### config.mk
export PLATFORM = sky130hd
export DESIGN_NAME = irq_presenter
export DESIGN_NICKNAME = d
export VERILOG_FILES = /design/src/rtl/irq_presenter_pkg.sv /design/src/rtl/ip_offer_judge.sv /design/src/rtl/ip_ipi_judge.sv /design/src/rtl/ip_strobe_seq.sv /design/src/rtl/irq_presenter.sv
export SDC_FILE = /design/constraint.sdc
export NUM_CORES = 1
export LEC_CHECK = 0
export BUFFER_PORTS_ARGS = -buffer_cell sky130_fd_sc_hd__buf_4
export CORE_MARGIN = 4
export CORE_UTILIZATION = 60
export DETAILED_ROUTE_END_ITERATION = 16
export GPL_TIMING_DRIVEN = 0
export PLACE_DENSITY = 0.85
export SLEW_MARGIN = 20
export SYNTH_ARGS = -nofsm -noshare
export SYNTH_HDL_FRONTEND = slang
export SYNTH_HIERARCHICAL = 1
export SYNTH_SLANG_ARGS = --single-unit
### constraint.sdc
create_clock -name clk -period 6.55 [get_ports clk]
set_clock_uncertainty 0.1 [all_clocks]
set_input_delay 0.655 -clock clk [delete_from_list [all_inputs] [get_ports clk]]
set_output_delay 0.655 -clock clk [all_outputs]
set_load 0.01 [all_outputs]
### src/rtl/irq_presenter_pkg.sv
package irq_presenter_pkg;

    typedef enum logic [2:0] {
        OP_OFFER    = 3'd0,
        OP_SET_CUR  = 3'd1,
        OP_SET_IPI  = 3'd2,
        OP_ACCEPT   = 3'd3,
        OP_POLL     = 3'd4,
        OP_EOI      = 3'd5
    } op_kind_e;

    typedef enum logic [1:0] {
        REQ_NONE   = 2'd0,
        REQ_REJECT = 2'd1,
        REQ_RESEND = 2'd2,
        REQ_EOI    = 2'd3
    } req_kind_e;

    typedef struct packed {
        logic take;      // offer is latched
        logic bounce;    // offer goes back to its own source
        logic evict;     // the owned pending source gets a reject
    } offer_verdict_t;

    typedef struct packed {
        logic load;      // IPI number is loaded
        logic evict;     // the owned pending source gets a reject
    } ipi_verdict_t;

    function automatic logic ends_read(op_kind_e k);
        return (k == OP_ACCEPT) || (k == OP_POLL);
    endfunction

endpackage

### src/rtl/ip_offer_judge.sv
module ip_offer_judge
    import irq_presenter_pkg::*;
#(
    parameter int PRIO_W = 8
) (
    input  logic [PRIO_W-1:0] offer_prio,
    input  logic [PRIO_W-1:0] cur_prio,
    input  logic [PRIO_W-1:0] pend_prio,
    input  logic              pend_busy,
    input  logic              pend_owned,
    output offer_verdict_t    verdict
);

    logic not_above_cur;
    logic loses_to_pend;

    always_comb begin
        not_above_cur   = (offer_prio >= cur_prio);
        loses_to_pend   = pend_busy && (pend_prio <= offer_prio);
        verdict.bounce  = not_above_cur || loses_to_pend;
        verdict.take    = !verdict.bounce;
        verdict.evict   = verdict.take && pend_busy && pend_owned;
    end

endmodule

### src/rtl/ip_ipi_judge.sv
module ip_ipi_judge
    import irq_presenter_pkg::*;
#(
    parameter int PRIO_W = 8
) (
    input  logic              enable,
    input  logic [PRIO_W-1:0] ipi_prio,
    input  logic [PRIO_W-1:0] cur_prio,
    input  logic [PRIO_W-1:0] pend_prio,
    input  logic              pend_busy,
    input  logic              pend_owned,
    output ipi_verdict_t      verdict
);

    logic beats_cur;
    logic held_off;

    always_comb begin
        beats_cur     = (ipi_prio < cur_prio);
        held_off      = pend_busy && (pend_prio <= ipi_prio);
        verdict.load  = enable && beats_cur && !held_off;
        verdict.evict = verdict.load && pend_busy && pend_owned;
    end

endmodule

### src/rtl/ip_strobe_seq.sv
module ip_strobe_seq
    import irq_presenter_pkg::*;
#(
    parameter int SRC_W   = 24,
    parameter int OWNER_W = 4
) (
    input  logic               clk,
    input  logic               rst,
    input  logic               in_valid,
    input  req_kind_e          in_kind,
    input  logic [SRC_W-1:0]   in_src,
    input  logic [OWNER_W-1:0] in_owner,
    input  logic               in_tail,
    output logic               out_valid,
    output req_kind_e          out_kind,
    output logic [SRC_W-1:0]   out_src,
    output logic [OWNER_W-1:0] out_owner,
    output logic               busy
);

    logic tail_q;

    always_ff @(posedge clk) begin
        if (rst) begin
            out_valid <= 1'b0;
            out_kind  <= REQ_NONE;
            out_src   <= '0;
            out_owner <= '0;
            tail_q    <= 1'b0;
        end else if (tail_q) begin
            out_valid <= 1'b1;
            out_kind  <= REQ_RESEND;
            out_src   <= '0;
            out_owner <= '0;
            tail_q    <= 1'b0;
        end else begin
            out_valid <= in_valid;
            out_kind  <= in_valid ? in_kind  : REQ_NONE;
            out_src   <= in_valid ? in_src   : '0;
            out_owner <= in_valid ? in_owner : '0;
            tail_q    <= in_tail;
        end
    end

    assign busy = tail_q;


    tail_resend_chk: assert property (@(posedge clk) disable iff (rst)
        tail_q |=> (out_valid && out_kind == REQ_RESEND && !tail_q));


    no_overlap_chk: assert property (@(posedge clk) disable iff (rst)
        tail_q |-> !in_valid);

endmodule

### src/rtl/irq_presenter.sv
module irq_presenter
    import irq_presenter_pkg::*;
#(
    parameter int PRIO_W  = 8,
    parameter int SRC_W   = 24,
    parameter int OWNER_W = 4,
    parameter int IPI_SRC = 2,
    localparam int WORD_W = PRIO_W + SRC_W
) (
    input  logic               clk,
    input  logic               rst,
    input  logic               op_valid,
    output logic               op_ready,
    input  logic [2:0]         op_kind,
    input  logic [WORD_W-1:0]  op_data,
    input  logic [OWNER_W-1:0] op_owner,
    output logic               rd_valid,
    output logic [WORD_W-1:0]  rd_word,
    output logic [PRIO_W-1:0]  rd_ipi,
    output logic               irq_o,
    output logic               req_valid,
    output logic [1:0]         req_kind,
    output logic [SRC_W-1:0]   req_src,
    output logic [OWNER_W-1:0] req_owner
);

    localparam logic [PRIO_W-1:0] PRIO_NONE = '1;
    localparam logic [SRC_W-1:0]  IPI_NUM   = SRC_W'(IPI_SRC);

    // presentation state
    logic [PRIO_W-1:0]  cur_q,   cur_d;
    logic [SRC_W-1:0]   src_q,   src_d;
    logic [PRIO_W-1:0]  pend_q,  pend_d;
    logic [PRIO_W-1:0]  ipi_q,   ipi_d;
    logic [OWNER_W-1:0] own_q,   own_d;
    logic               owned_q, owned_d;
    logic               irq_q,   irq_d;

    op_kind_e           kind;
    logic               fire;
    logic [PRIO_W-1:0]  op_prio;
    logic [SRC_W-1:0]   op_src;
    logic               busy_pend;
    logic               tail_busy;

    assign kind      = op_kind_e'(op_kind);
    assign fire      = op_valid && op_ready;
    assign op_prio   = op_data[WORD_W-1 -: PRIO_W];
    assign op_src    = op_data[SRC_W-1:0];
    assign busy_pend = (src_q != '0);
    assign op_ready  = !tail_busy;

    // offer decision
    offer_verdict_t ov;
    ip_offer_judge #(.PRIO_W(PRIO_W)) u_offer (
        .offer_prio (op_prio),
        .cur_prio   (cur_q),
        .pend_prio  (pend_q),
        .pend_busy  (busy_pend),
        .pend_owned (owned_q),
        .verdict    (ov)
    );

    // IPI check operand selection
    logic              ipi_en;
    logic [PRIO_W-1:0] ipi_sel;
    logic [PRIO_W-1:0] cur_sel;

    always_comb begin
        ipi_en  = 1'b0;
        ipi_sel = ipi_q;
        cur_sel = cur_q;
        if (fire) begin
            unique case (kind)
                OP_SET_IPI: begin
                    ipi_en  = 1'b1;
                    ipi_sel = op_prio;
                end
                OP_SET_CUR: begin
                    cur_sel = op_prio;
                    ipi_en  = !(op_prio < cur_q) && !busy_pend;
                end
                OP_EOI: begin
                    cur_sel = op_prio;
                    ipi_en  = !busy_pend;
                end
                default: ;
            endcase
        end
    end

    ipi_verdict_t iv;
    ip_ipi_judge #(.PRIO_W(PRIO_W)) u_ipi (
        .enable     (ipi_en),
        .ipi_prio   (ipi_sel),
        .cur_prio   (cur_sel),
        .pend_prio  (pend_q),
        .pend_busy  (busy_pend),
        .pend_owned (owned_q),
        .verdict    (iv)
    );

    // next state and first strobe
    logic               s_valid;
    req_kind_e          s_kind;
    logic [SRC_W-1:0]   s_src;
    logic [OWNER_W-1:0] s_owner;
    logic               s_tail;

    always_comb begin
        cur_d   = cur_q;
        src_d   = src_q;
        pend_d  = pend_q;
        ipi_d   = ipi_q;
        own_d   = own_q;
        owned_d = owned_q;
        irq_d   = irq_q;
        s_valid = 1'b0;
        s_kind  = REQ_NONE;
        s_src   = '0;
        s_owner = '0;
        s_tail  = 1'b0;
        if (fire) begin
            unique case (kind)
                OP_OFFER: begin
                    if (ov.bounce) begin
                        s_valid = 1'b1;
                        s_kind  = REQ_REJECT;
                        s_src   = op_src;
                        s_owner = op_owner;
                    end else begin
                        if (ov.evict) begin
                            s_valid = 1'b1;
                            s_kind  = REQ_REJECT;
                            s_src   = src_q;
                            s_owner = own_q;
                        end
                        src_d   = op_src;
                        pend_d  = op_prio;
                        own_d   = op_owner;
                        owned_d = 1'b1;
                        irq_d   = 1'b1;
                    end
                end
                OP_SET_CUR: begin
                    cur_d = op_prio;
                    if (op_prio < cur_q) begin
                        if (busy_pend && (op_prio <= pend_q)) begin
                            src_d   = '0;
                            pend_d  = PRIO_NONE;
                            irq_d   = 1'b0;
                            owned_d = 1'b0;
                            if (owned_q) begin
                                s_valid = 1'b1;
                                s_kind  = REQ_REJECT;
                                s_src   = src_q;
                                s_owner = own_q;
                            end
                        end
                    end else if (!busy_pend) begin
                        s_valid = 1'b1;
                        s_kind  = REQ_RESEND;
                    end
                end
                OP_SET_IPI: begin
                    ipi_d = op_prio;
                    if (iv.evict) begin
                        s_valid = 1'b1;
                        s_kind  = REQ_REJECT;
                        s_src   = src_q;
                        s_owner = own_q;
                    end
                end
                OP_ACCEPT: begin
                    cur_d   = pend_q;
                    src_d   = '0;
                    pend_d  = PRIO_NONE;
                    owned_d = 1'b0;
                    irq_d   = 1'b0;
                end
                OP_EOI: begin
                    cur_d   = op_prio;
                    s_valid = 1'b1;
                    s_kind  = REQ_EOI;
                    s_src   = op_src;
                    s_tail  = !busy_pend;
                end
                default: ;
            endcase
            if (iv.load) begin
                src_d   = IPI_NUM;
                pend_d  = ipi_sel;
                owned_d = 1'b0;
                irq_d   = 1'b1;
            end
        end
    end

    always_ff @(posedge clk) begin
        if (rst) begin
            cur_q    <= '0;
            src_q    <= '0;
            pend_q   <= PRIO_NONE;
            ipi_q    <= PRIO_NONE;
            own_q    <= '0;
            owned_q  <= 1'b0;
            irq_q    <= 1'b0;
            rd_valid <= 1'b0;
            rd_word  <= '0;
            rd_ipi   <= PRIO_NONE;
        end else begin
            cur_q    <= cur_d;
            src_q    <= src_d;
            pend_q   <= pend_d;
            ipi_q    <= ipi_d;
            own_q    <= own_d;
            owned_q  <= owned_d;
            irq_q    <= irq_d;
            rd_valid <= fire && ends_read(kind);
            if (fire && ends_read(kind)) begin
                rd_word <= {cur_q, src_q};
                rd_ipi  <= ipi_q;
            end
        end
    end

    assign irq_o = irq_q;

    req_kind_e seq_kind;
    ip_strobe_seq #(.SRC_W(SRC_W), .OWNER_W(OWNER_W)) u_seq (
        .clk       (clk),
        .rst       (rst),
        .in_valid  (s_valid),
        .in_kind   (s_kind),
        .in_src    (s_src),
        .in_owner  (s_owner),
        .in_tail   (s_tail),
        .out_valid (req_valid),
        .out_kind  (seq_kind),
        .out_src   (req_src),
        .out_owner (req_owner),
        .busy      (tail_busy)
    );
    assign req_kind = seq_kind;


    irq_tracks_src_chk: assert property (@(posedge clk) disable iff (rst)
        irq_o == (src_q != '0));


    idle_pend_none_chk: assert property (@(posedge clk) disable iff (rst)
        (src_q == '0) |-> (pend_q == PRIO_NONE));


    accept_lowers_chk: assert property (@(posedge clk) disable iff (rst)
        (fire && kind == OP_ACCEPT) |=> (!irq_o && rd_valid && src_q == '0));


    ready_dip_chk: assert property (@(posedge clk) disable iff (rst)
        !op_ready |=> op_ready);


    reject_nonzero_chk: assert property (@(posedge clk) disable iff (rst)
        (req_valid && req_kind == REQ_REJECT) |-> (req_src != '0));


    poll_keeps_chk: assert property (@(posedge clk) disable iff (rst)
        (fire && kind == OP_POLL) |=> ($stable(src_q) && $stable(cur_q) && $stable(ipi_q)));

endmodule

### Word level (Yosys, flattened, before mapping)

Index checks and enable logic that the tools add are counted.

| word-level totals | value |
|---|---|
| register bits after elaboration | 127 |
| bits of input ports | 42 |
| output and inout port bits | 74 |

| operators by class | value |
|---|---|
| order comparisons | 6 |
| equal/unequal tests | 8 |
| mux-type cells | 58 |
| bitwise logic cells | 4 |
| reduce and logical (&&, ||, !) cells | 29 |

Operator list:

| kind | number |
|---|---|
| 24-bit 2-to-1 mux | 10 |
| 24-bit one-hot mux with 4 select lines | 1 |
| 24-bit one-hot mux with 3 select lines | 1 |
| 8-bit 2-to-1 mux | 8 |
| 8-bit less-or-equal comparator | 3 |
| 4-bit 2-to-1 mux | 6 |
| 8-bit one-hot mux with 3 select lines | 1 |
| 24-bit nonzero test | 1 |
| 1-bit 2-to-1 mux | 20 |
| 8-bit less-than comparator | 2 |
| 8-bit one-hot mux with 2 select lines | 1 |
| 1-bit logical AND | 12 |
| 4-bit one-hot mux with 3 select lines | 1 |
| 2-bit 2-to-1 mux | 5 |
| 3-bit != test, second input constant | 3 |
| 8-bit >= comparator | 1 |
| 2-bit one-hot mux with 4 select lines | 1 |
| 4-bit OR reduction | 2 |
| 3-bit by 2-bit equality test with 1-bit output, second input constant | 2 |
| 3-bit equality test, second input constant | 2 |
| 1-bit one-hot mux with 3 select lines | 2 |
| 1-bit logical NOT | 5 |
| 5-bit AND reduction | 1 |
| 1-bit NOT | 4 |
| 9 further kinds | 10 |

### Logic depth before layout (Yosys ltp)

Gate-level depths: netlist of run 1.

| logic depth | value |
|---|---|
| depth after elaboration | 14 |
| gate-level depth with buffers | 22 |
| mapped depth without buffers | 20 |

### Cells and area by module

Netlist of run 1, hierarchy kept.

By module, submodules not included:

| module | instances | cells an instance | area each (um^2) |
|---|---|---|---|
| irq_presenter | 1 | 537 | 4549.4 |
| ip_strobe_seq | 1 | 70 | 882.1 |
| ip_offer_judge | 1 | 55 | 412.9 |
| ip_ipi_judge | 1 | 53 | 385.4 |

### Worst setup path before layout of run 1

No wires, ideal clock.

| timing | value |
|---|---|
| path type | input to register |
| start | input op_kind[2] |
| end | register u_seq.out_src[10] |
| setup time | 0.059 ns |
| arrival time | 3.805 ns |
| required time | 6.391 ns |
| slack | 2.586 ns |
| stages on the path | 20 |
| path buffers | 4 |
| cell sequence | buf_6 > nor4b_4 > nand2_2 > buf_6 > mux2_2 > ha_1 > a211o_1 > a31oi_1 > o21ai_1 > nor3_2 > nand2_1 > a21oi_1 > nor2_1 > a21oi_1 > a31oi_1 > a21oi_1 > nor3b_2 > buf_4 > buf_6 > and2_1 |

RTL lines:

| element | line | source |
|---|---|---|
| start, declared | irq_presenter.sv:14 | `input logic [2:0] op_kind,` |
| end signal, assigned | ip_strobe_seq.sv:39 | `out_src <= in_valid ? in_src : '0;` |
| end, declared | ip_strobe_seq.sv:16 | `output logic [SRC_W-1:0] out_src,` |

==> results of run 1 <==
sequential cells by signal (all words and copies together) (netlist names), 2 cells and up:
signal           flops
rd_word             32
src_q               24
u_seq/out_src       24
cur_q                8
ipi_q                8
pend_q               8
rd_ipi               8
own_q                4
u_seq/out_owner      4
u_seq/out_kind       2
cells in the final DEF, fill, tap and decap left out, types with 3 or more instances in the layout:
cell	instances
a211o_1	3
a211oi_1	11
a21o_1	8
a21oi_1	70
a22o_1	51
a22oi_1	8
a31oi_1	3
and2_1	31
buf_2	12
buf_4	115
buf_6	10
bufinv_16	3
clkbuf_1	13
clkbuf_16	16
clkinvlp_4	5
dfxtp_1	127
ha_1	46
inv_1	51
mux2_2	7
nand2_1	116
nand2b_1	14
nand3_1	13
nand4_1	6
nor2_1	32
nor2b_1	5
nor4_1	6
o211ai_1	4
o21ai_0	20
o21ai_1	4
or3_1	9
layout make-up:
cell class / instances / area [µm²]
Multi-Input combinational cell: 499 / 3260
Sequential cell: 127 / 2540
Fill cell: 688 / 2120
Timing Repair Buffer: 114 / 856
Clock buffer: 18 / 428
Buffer: 37 / 234
Inverter: 51 / 191
Tap cell: 133 / 166
Clock inverter: 13 / 164
power breakdown:
group          internal (W)  total (W)  switching (W)
Sequential         0.000792   0.000810      0.0000184
Clock              0.000588   0.000945       0.000357
Combinational      0.000107   0.000266       0.000159
Total               0.00149    0.00202       0.000534
layer usage:
layer  vias to the layer above  part of all wire (%)  GRT usage, %
met1                      2752                    40          37.0
met3                        50                   7.4          6.58
met4                         0                   2.6          12.0
met5                         -                     0             0
li1                       2762                     -             -
met2                       282                    50          52.7
final timing paths:
check | cells past startpoint | slack, ns | startpoint | endpoint
max | 22 | 2.20 | u_seq/busy$_SDFF_PP0_ | u_seq/out_src[12]$_SDFF_PP0_
max reg2reg | 22 | 2.20 | u_seq/busy$_SDFF_PP0_ | u_seq/out_src[12]$_SDFF_PP0_
min reg2reg | 2 | 0.36 | rd_word[13]$_SDFFE_PP0P_ | rd_word[13]$_SDFFE_PP0P_
min | 2 | 0.22 | rst | u_seq/busy$_SDFF_PP0_
per-stage QoR:
step                total power, W  worst slack [ns]  hold slack (ns)  cell area (µm²)
floorplan                 0.000987              2.59            0.337             6220
global placement           0.00107              2.03            0.345             7250
detailed placement         0.00108              1.91            0.347             7250
CTS                        0.00201              2.31            0.222             7840
global route               0.00208              1.70            0.229             7840
finish                     0.00202              2.20            0.225             7840
==> metrics.csv, run 1 <==
metric,value,unit
DRT iter0 DRCs,431,
clk slew on worst S/H paths,0.06,ns
final hold vios,0,
Mapped Cells,714,
final slew viol count,0,
status,"complete, no violations",
Die Span Y,110,µm
fin crit period,4.35,ns
crit-path max cell delay,0.48,ns
Placed Cells,961,
fin cells,992,
first-pass GRT wire length,28200,µm
clock latency on the worst-skew pair,0.54,ns
clk buf depth,2,
max_slew headroom,38.6,%
Leak,3.50,nW
hold_buf cts,0,
I/O Pins,116,
standard-cell row count,36,
pin count of the biggest net entering global routing,17,
Post-DRT Antenna Nets,0,
"Largest delay share family, worst path",simple AND/OR/NAND/NOR gates,
final setup violation count,0,
Sum Neg Setup Slack,0,ns
fraction of layout instances using a drive strength above 1,22.8,%
Crit path arrival time,4.73,ns
Crit Path Class,reg2reg,
port bufs,114,
ant diodes,0,
"Cell Area, Synth",6220,µm²
Final Cycle Share,66.4,%
Via Count,5846,
TritonRoute pass-1 iters,5,
post-DP HPWL,13400,µm
core area,9950,µm²
setup bufs post-CTS,0,
RD Place Congestion,0.868,
RSZ-0062 raised after global routing,no,
GRT Total Usage,30.6,%
die area,12100,µm²
CTS root buf,clkbuf_8,
slowest CP cell,nor2_1,
Yosys warnings,6,
layout overhead on the synthesized area,25.9,%
CP Max Fanout,10,
antenna violations before repair,0,
worst min-delay path class,in2reg,
final WL,18300,µm
Mapped Nets,802,
Congestion Overflow GR,0,
fmax,230,MHz
MaxCap Viol Count,0,
Critical Path End Type,flop,
die width,110,µm
total CTS buffers,17,
"critical path, cell by cell",inv_1 -> nand2_1 -> nor2_1 -> clkbuf_1 -> nand2_1 -> o21ai_1 -> inv_1 -> ha_1 -> a211o_1 -> a31oi_1 -> o21ai_1 -> nor3_2 -> nand2_1 -> a21oi_1 -> nor2_1 -> a21oi_1 -> a31oi_1 -> a21oi_1 -> nor3b_2 -> buf_4 -> buf_6 -> and2_1,
Util after Layout,78.7,%
Worst Max-Slew Pin Slew,0.916,ns
H-tree levels,4,
power density over the cells,258,nW/µm²
Max VDD drop,141,µV
type of origin of the critical path,flop,
Crit path required time,6.93,ns
Clock Sink Count,127,
quantity of gates resized following cts,0,
routed length per instance,18.4,µm
CTS tree,built,
Bufs and invs on worst path,5,
Residual DRC,0,
Mean Syn Cell Area,8.72,µm²
Layout Nets,935,
routed vias/inst,5.89,
vias in the first global route,5599,
starting density of the core,62.5,%
Power figures use the tool's default switching activity.
==> run 2: changes to the inputs <==
Settings changed: CORE_UTILIZATION 60 to 50, PLACE_DENSITY 0.85 to 0.76.
Clock period 6.55 ns to 4 ns, I/O delays scaled along.
==> run 2 against run 1 <==
Effect of this change: utilization decreased by 13 points; clock power increased by 61%; sequential cell count unchanged; sequential share of layout area decreased by 0.56 points; global-route usage decreased by 6.1 points; cell area increased by 1.9%; non-clock buffer count increased by 3; largest cell class unchanged; largest power group unchanged; highest routed layer unchanged.
==> metrics.csv, run 2 (same netlist as run 1, synthesis figures left out) <==
metric,value,unit,change
power density over the cells,411,nW/µm²,was 258 nW/µm²
final slew viol count,0,,unchanged
crit-path max cell delay,0.37,ns,was 0.48 ns
final cell area excluding filler cells,7990,µm²,was 7840 µm²
hold_buf cts,0,,unchanged
Residual DRC,0,,unchanged
Bufs and invs on worst path,3,,was 5
Die Span Y,120,µm,was 110 µm
fin crit period,3.79,ns,was 4.35 ns
final WL,17400,µm,was 18300 µm
pin count of the biggest net entering global routing,17,,unchanged
final hold vios,0,,unchanged
die area,14300,µm²,was 12100 µm²
starting density of the core,51.4,%,was 62.5%
"critical path, cell by cell",nor4b_4 -> nand2_2 -> buf_6 -> mux2_4 -> ha_4 -> a211o_1 -> a31oi_2 -> o21ai_2 -> nor3_2 -> nand2_1 -> a21oi_2 -> nor2_1 -> a21oi_2 -> a31oi_2 -> a21oi_2 -> nor3b_4 -> buf_6 -> buf_4 -> and2_1,,was inv_1 -> nand2_1 -> nor2_1 -> clkbuf_1 -> nand2_1 -> o21ai_1 -> inv_1 -> ha_1 -> a211o_1 -> a31oi_1 -> o21ai_1 -> nor3_2 -> nand2_1 -> a21oi_1 -> nor2_1 -> a21oi_1 -> a31oi_1 -> a21oi_1 -> nor3b_2 -> buf_4 -> buf_6 -> and2_1
max_slew headroom,37.1,%,was 38.6%
Crit path arrival time,4.05,ns,was 4.73 ns
CTS root buf,clkbuf_16,,was clkbuf_8
Critical Path End Type,flop,,unchanged
Max VDD drop,272,µV,was 141 µV
fraction of layout instances using a drive strength above 1,24.4,%,was 22.8%
top flop regs,"rd_word x32, src_q x24, u_seq/out_src x24",,unchanged
post-DP HPWL,13300,µm,was 13400 µm
H-tree levels,4,,unchanged
CP Max Fanout,10,,unchanged
Layout Nets,938,,was 935
"Largest delay share family, worst path",simple AND/OR/NAND/NOR gates,,unchanged
TritonRoute pass-1 iters,5,,unchanged
clk buf depth,2,,unchanged
final setup violation count,0,,unchanged
CTS tree,built,,unchanged
Via Count,5760,,was 5846
Biggest register,rd_word,,unchanged
slowest CP cell,dfxtp_4,,was nor2_1
I/O Pins,116,,unchanged
fmax,264,MHz,was 230 MHz
MaxCap Viol Count,0,,unchanged
standard-cell row count,40,,was 36
GRT Total Usage,24.5,%,was 30.6%
Final Cycle Share,94.7,%,was 66.4%
fill count,1014,,was 688
fin cells,1031,,was 992
status,"complete, no violations",,unchanged
Placed Cells,996,,was 961
Crit path required time,4.26,ns,was 6.93 ns
Leak,3.54,nW,was 3.50 nW
layout overhead on the synthesized area,28.3,%,was 25.9%
Area after DPL,7290,µm²,was 7250 µm²
most frequent cells in the layout,"dfxtp_1, buf_4, nand2_1",,"was dfxtp_1, nand2_1, buf_4"
Worst Max-Slew Pin Slew,0.938,ns,was 0.916 ns
type of origin of the critical path,flop,,unchanged
port bufs,114,,unchanged
critical path's most frequent cell,a21oi_2,,
routed length per instance,16.9,µm,was 18.4 µm
Congestion Overflow GR,0,,unchanged
first-pass GRT wire length,28000,µm,was 28200 µm
Post-DRT Antenna Nets,0,,unchanged
vias in the first global route,5515,,was 5599
"most common cell after layout, fill and taps aside",dfxtp_1,,unchanged
Clock Sink Count,127,,unchanged
clock latency on the worst-skew pair,0.42,ns,was 0.54 ns
clk slew on worst S/H paths,0.05,ns,was 0.06 ns
antenna violations before repair,0,,unchanged
Crit Path Class,reg2reg,,unchanged
die width,120,µm,was 110 µm
Storage cell area,2550,µm²,was 2540 µm²
total CTS buffers,17,,unchanged
core area,12100,µm²,was 9950 µm²
max FFs per register,32,,unchanged
area of the multi-input gates,3330,µm²,was 3260 µm²
RD Place Congestion,0.924,,was 0.868
worst min-delay path class,in2reg,,unchanged
ant diodes,0,,unchanged
routed vias/inst,5.59,,was 5.89
DRT iter0 DRCs,513,,was 431
==> run 2: changes by cell type in the layout (fill, tap and decap cells not counted), moves of 2 or more <==
cell	delta
a21oi_2	+3
a31oi_1	-2
buf_4	+3
a31oi_2	+2
clkinvlp_4	-2
a21oi_1	-3
==> run 2: worst register-to-register path, delay by kind of cell (launching register included) <==
kind / cells / cell delay, ns
fa+ha+maj: 1 / 0.23
compound gates: 7 / 1.10
simple gates: 7 / 1.13
flops: 1 / 0.37
mux: 1 / 0.35
buf+inv: 3 / 0.46
==> run 2: where the power goes <==
group	leakage (nW)	internal, W	switching [W]
combinational	2.23	0.000183	0.000259
sequential	1.03	0.00130	0.0000293
clock	0.283	0.000952	0.000567
==> run 2: final cells by class <==
type / instances / area share (%)
multi-input combinational: 499 / 41.7
buffer: 36 / 2.93
timing repair buffer: 118 / 11.1
sequential: 127 / 31.9
inverter: 51 / 2.40
tap: 168 / 2.63
clock buffer: 20 / 5.72
clock inverter: 12 / 1.66
==> run 2: metrics by stage <==
step           total power, W  worst slack (ns)  hold WS [ns]  setup TNS (ns)  util (%)
3_3_place_gp          0.00176            -0.509         0.342          -17.62      60.2
3_5_place_dp          0.00177            -0.603         0.348          -22.66      60.2
4_1_cts               0.00329            0.0406        0.0613               0      65.2
2_1_floorplan         0.00162             0.291         0.337               0         -
5_1_grt               0.00343           -0.0370        0.0905          -0.520      66.0
6_report              0.00329             0.211        0.0925               0      66.0
==> run 2: layer usage <==
metal / track usage, % / part of all wire (%) / up-vias
met1: 31.4 / 43 / 2723
met4: 10.6 / 2.8 / 0
met3: 6.08 / 6.9 / 44
met5: 0 / 0 / -
met2: 39.3 / 47 / 219
li1: - / - / 2774
==> run 2: timing repair <==
action,4_1_cts,5_1_grt
pin swaps,2,2
endpoints found under the hold margin,0,0
buffers inserted,1,3
gates resized for setup,5,12
setup endpoints to repair,56,36
==> run 2: worst paths after layout <==
path	start	endpoint	slack (ns)	depth (start not counted)
setup / recovery	u_seq/busy$_SDFF_PP0_	u_seq/out_src[18]$_SDFF_PP0_	0.21	19
hold / removal	rst	u_seq/out_valid$_SDFF_PP0_	0.09	2
setup reg to reg	u_seq/busy$_SDFF_PP0_	u_seq/out_src[18]$_SDFF_PP0_	0.21	19
hold reg to reg	rd_word[14]$_SDFFE_PP0P_	rd_word[14]$_SDFFE_PP0P_	0.36	2
==> run 3: changes to the inputs <==
Settings changed: REMOVE_ABC_BUFFERS set to 1.
==> run 3 against run 2 <==
Effect of this change: combinational power is 7.7% higher; register-to-register slack worse by 0.17 ns; global-route usage is 0.43 points lower; clock power shrank 4%; first-iteration DRC count rose by 1.8%; critical path depth unchanged; cell area grew 2.0%; critical path type unchanged; largest cell class unchanged.
==> metrics.csv, run 3 (same netlist as run 1, synthesis figures left out) <==
metric,value,unit,change
Biggest register,rd_word,,unchanged
Crit path arrival time,4.21,ns,was 4.05 ns
Critical Path End Type,flop,,unchanged
CTS root buf,clkbuf_16,,unchanged
Max VDD drop,214,µV,was 272 µV
die area,14300,µm²,unchanged
port bufs,115,,was 114
most frequent cells in the layout,"buf_4, dfxtp_1, nand2_1",,"was dfxtp_1, buf_4, nand2_1"
Worst Max-Slew Pin Slew,0.829,ns,was 0.938 ns
Bufs and invs on worst path,3,,unchanged
Clock power frac,44.8,%,was 46.2%
Crit Path Class,reg2reg,,unchanged
combinational power share,14.6,%,was 13.4%
crit-path max cell delay,0.37,ns,about the same
Internal,0.00241,W,was 0.00243 W
Congestion Overflow GR,0,,unchanged
MaxCap Viol Count,0,,unchanged
slowest CP cell,dfxtp_4,,unchanged
routed length per instance,17.1,µm,was 16.9 µm
fin crit period,3.96,ns,was 3.79 ns
top flop regs,"rd_word x32, src_q x24, u_seq/out_src x24",,unchanged
fmax,252,MHz,was 264 MHz
sequential share of power,40.6,%,was 40.3%
Min Hold Slack,0.102,ns,was 0.0925 ns
H-tree levels,4,,unchanged
RSZ-0062 raised after global routing,yes,,
starting density of the core,51.4,%,unchanged
"critical path, cell by cell",nor4b_4 -> nand2_4 -> buf_6 -> mux2_4 -> ha_1 -> a21o_1 -> a21oi_1 -> o21ai_2 -> nor3_2 -> nand2_1 -> a21oi_2 -> nor2_1 -> a21oi_1 -> a31oi_2 -> a21oi_2 -> nor3b_4 -> buf_6 -> buf_12 -> and2_1,,was nor4b_4 -> nand2_2 -> buf_6 -> mux2_4 -> ha_4 -> a211o_1 -> a31oi_2 -> o21ai_2 -> nor3_2 -> nand2_1 -> a21oi_2 -> nor2_1 -> a21oi_2 -> a31oi_2 -> a21oi_2 -> nor3b_4 -> buf_6 -> buf_4 -> and2_1
"most common cell after layout, fill and taps aside",buf_4,,was dfxtp_1
Crit path required time,4.25,ns,was 4.26 ns
DRT iter0 DRCs,522,,was 513
layout overhead on the synthesized area,30.8,%,was 28.3%
fin cells,1019,,was 1031
Clock Sink Count,127,,unchanged
final hold vios,0,,unchanged
fill count,990,,was 1014
"Largest delay share family, worst path",simple AND/OR/NAND/NOR gates,,unchanged
Layout Nets,927,,was 938
I/O Pins,116,,unchanged
worst min-delay path class,in2reg,,unchanged
Die Span Y,120,µm,unchanged
Sw Pwr,0.000856,W,was 0.000855 W
max FFs per register,32,,unchanged
total CTS buffers,17,,unchanged
GRT Total Usage,24.1,%,was 24.5%
TritonRoute pass-1 iters,5,,unchanged
clk slew on worst S/H paths,0.06,ns,was 0.05 ns
final WL,17400,µm,about the same
Storage cell area,2550,µm²,unchanged
standard-cell row count,40,,unchanged
first-pass GRT wire length,27800,µm,was 28000 µm
vias in the first global route,5727,,was 5515
CTS tree,built,,unchanged
die width,120,µm,unchanged
clk buf depth,2,,unchanged
Residual DRC,0,,unchanged
max_slew headroom,44.6,%,was 37.1%
final setup violation count,0,,unchanged
clock latency on the worst-skew pair,0.42,ns,about the same
core area,12100,µm²,unchanged
Via Count,5663,,was 5760
CP Max Fanout,10,,unchanged
antenna violations before repair,0,,unchanged
power density over the cells,401,nW/µm²,was 411 nW/µm²
post-DP HPWL,11600,µm,was 13300 µm
type of origin of the critical path,flop,,unchanged
RD Place Congestion,0.926,,was 0.924
status,"complete, no violations",,unchanged
Placed Cells,966,,was 996
final slew viol count,0,,unchanged
pin count of the biggest net entering global routing,56,,was 17
Final Cycle Share,99.0,%,was 94.7%
ant diodes,0,,unchanged
Post-DRT Antenna Nets,0,,unchanged
routed vias/inst,5.56,,was 5.59
Leak,3.58,nW,was 3.54 nW
fraction of layout instances using a drive strength above 1,27.1,%,was 24.4%
area of the multi-input gates,3460,µm²,was 3330 µm²
Sw Share,26.3,%,was 26.0%
==> run 3: cell count changes in the layout (fill, tap and decap cells not counted), moves of 6 or more <==
cell | before | now
and2_1 | 31 | 24
clkbuf_1 | 13 | 0
and2_4 | 0 | 6
buf_2 | 12 | 0
buf_4 | 118 | 129
==> run 3: power by group through the flow <==
stage / Combinational, W / Sequential (W) / Clock (W)
final: 0.000476 / 0.00132 / 0.00146
after global routing: 0.000520 / 0.00133 / 0.00155
after CTS: 0.000439 / 0.00132 / 0.00148
after detailed placement: 0.000410 / 0.00135 / 0
after global placement: 0.000386 / 0.00135 / 0
after floorplan: 0.000242 / 0.00135 / 0
==> run 3: what timing repair did <==
action                                  in CTS  in global routing
endpoints found under the setup margin      64                 60
resized for setup                            7                 37
cloned                                       1                  1
hold buffers                                 0                  0
setup buffers                               11                  9
hold endpoints to repair                     0                  0
pin swaps                                    2                  9
==> run 3: final timing paths <==
| kind | start | end | slack [ns] | cells past startpoint |
|---|---|---|---|---|
| min | op_data[14] | src_q[14]$_SDFFE_PP0P_ | 0.10 | 2 |
| max | u_seq/busy$_SDFF_PP0_ | u_seq/out_src[4]$_SDFF_PP0_ | 0.04 | 19 |
| max reg2reg | u_seq/busy$_SDFF_PP0_ | u_seq/out_src[4]$_SDFF_PP0_ | 0.04 | 19 |
| min reg2reg | rd_word[12]$_SDFFE_PP0P_ | rd_word[12]$_SDFFE_PP0P_ | 0.35 | 2 |
==> run 3: routing by layer <==
metal / global-route usage, % / up-vias / wire [µm]
met5: 0 / - / 0
met4: 9.23 / 0 / 326
met3: 6.79 / 31 / 1150
met2: 40.7 / 222 / 8600
met1: 29.0 / 2669 / 7350
li1: - / 2741 / -
==> run 3: worst reg2reg max path, cell delays in order (launching register included) <==
cell	delay [ns]
dfxtp_4	0.37
nor4b_4	0.33
nand2_4	0.18
buf_6	0.16
mux2_4	0.31
ha_1	0.31
a21o_1	0.20
a21oi_1	0.20
o21ai_2	0.12
nor3_2	0.13
nand2_1	0.12
a21oi_2	0.15
nor2_1	0.07
a21oi_1	0.18
a31oi_2	0.08
a21oi_2	0.22
nor3b_4	0.21
buf_6	0.17
buf_12	0.13
and2_1	0.15
==> run 3: final cells by class <==
| type | count | share of cell area, % |
|---|---|---|
| Timing Repair Buffer | 142 | 14.4 |
| Clock buffer | 21 | 5.90 |
| Inverter | 51 | 2.35 |
| Clock inverter | 10 | 1.08 |
| Tap cell | 168 | 2.58 |
| Multi-Input combinational cell | 500 | 42.5 |
| Sequential cell | 127 | 31.3 |
==> run 3: metrics by stage <==
stage / area, µm² / utilization [%] / worst slack [ns] / setup TNS (ns) / power, W
after global placement: 7060 / 58.3 / -1.21 / -68.20 / 0.00174
after floorplan: 5990 / - / -0.0296 / -1.13 / 0.00159
final: 8140 / 67.2 / 0.0390 / 0 / 0.00326
after detailed placement: 7180 / 59.3 / -0.937 / -48.86 / 0.00176
after global routing: 8140 / 67.2 / -0.153 / -4.07 / 0.00340
after CTS: 7890 / 65.1 / 0.0181 / 0 / 0.00324
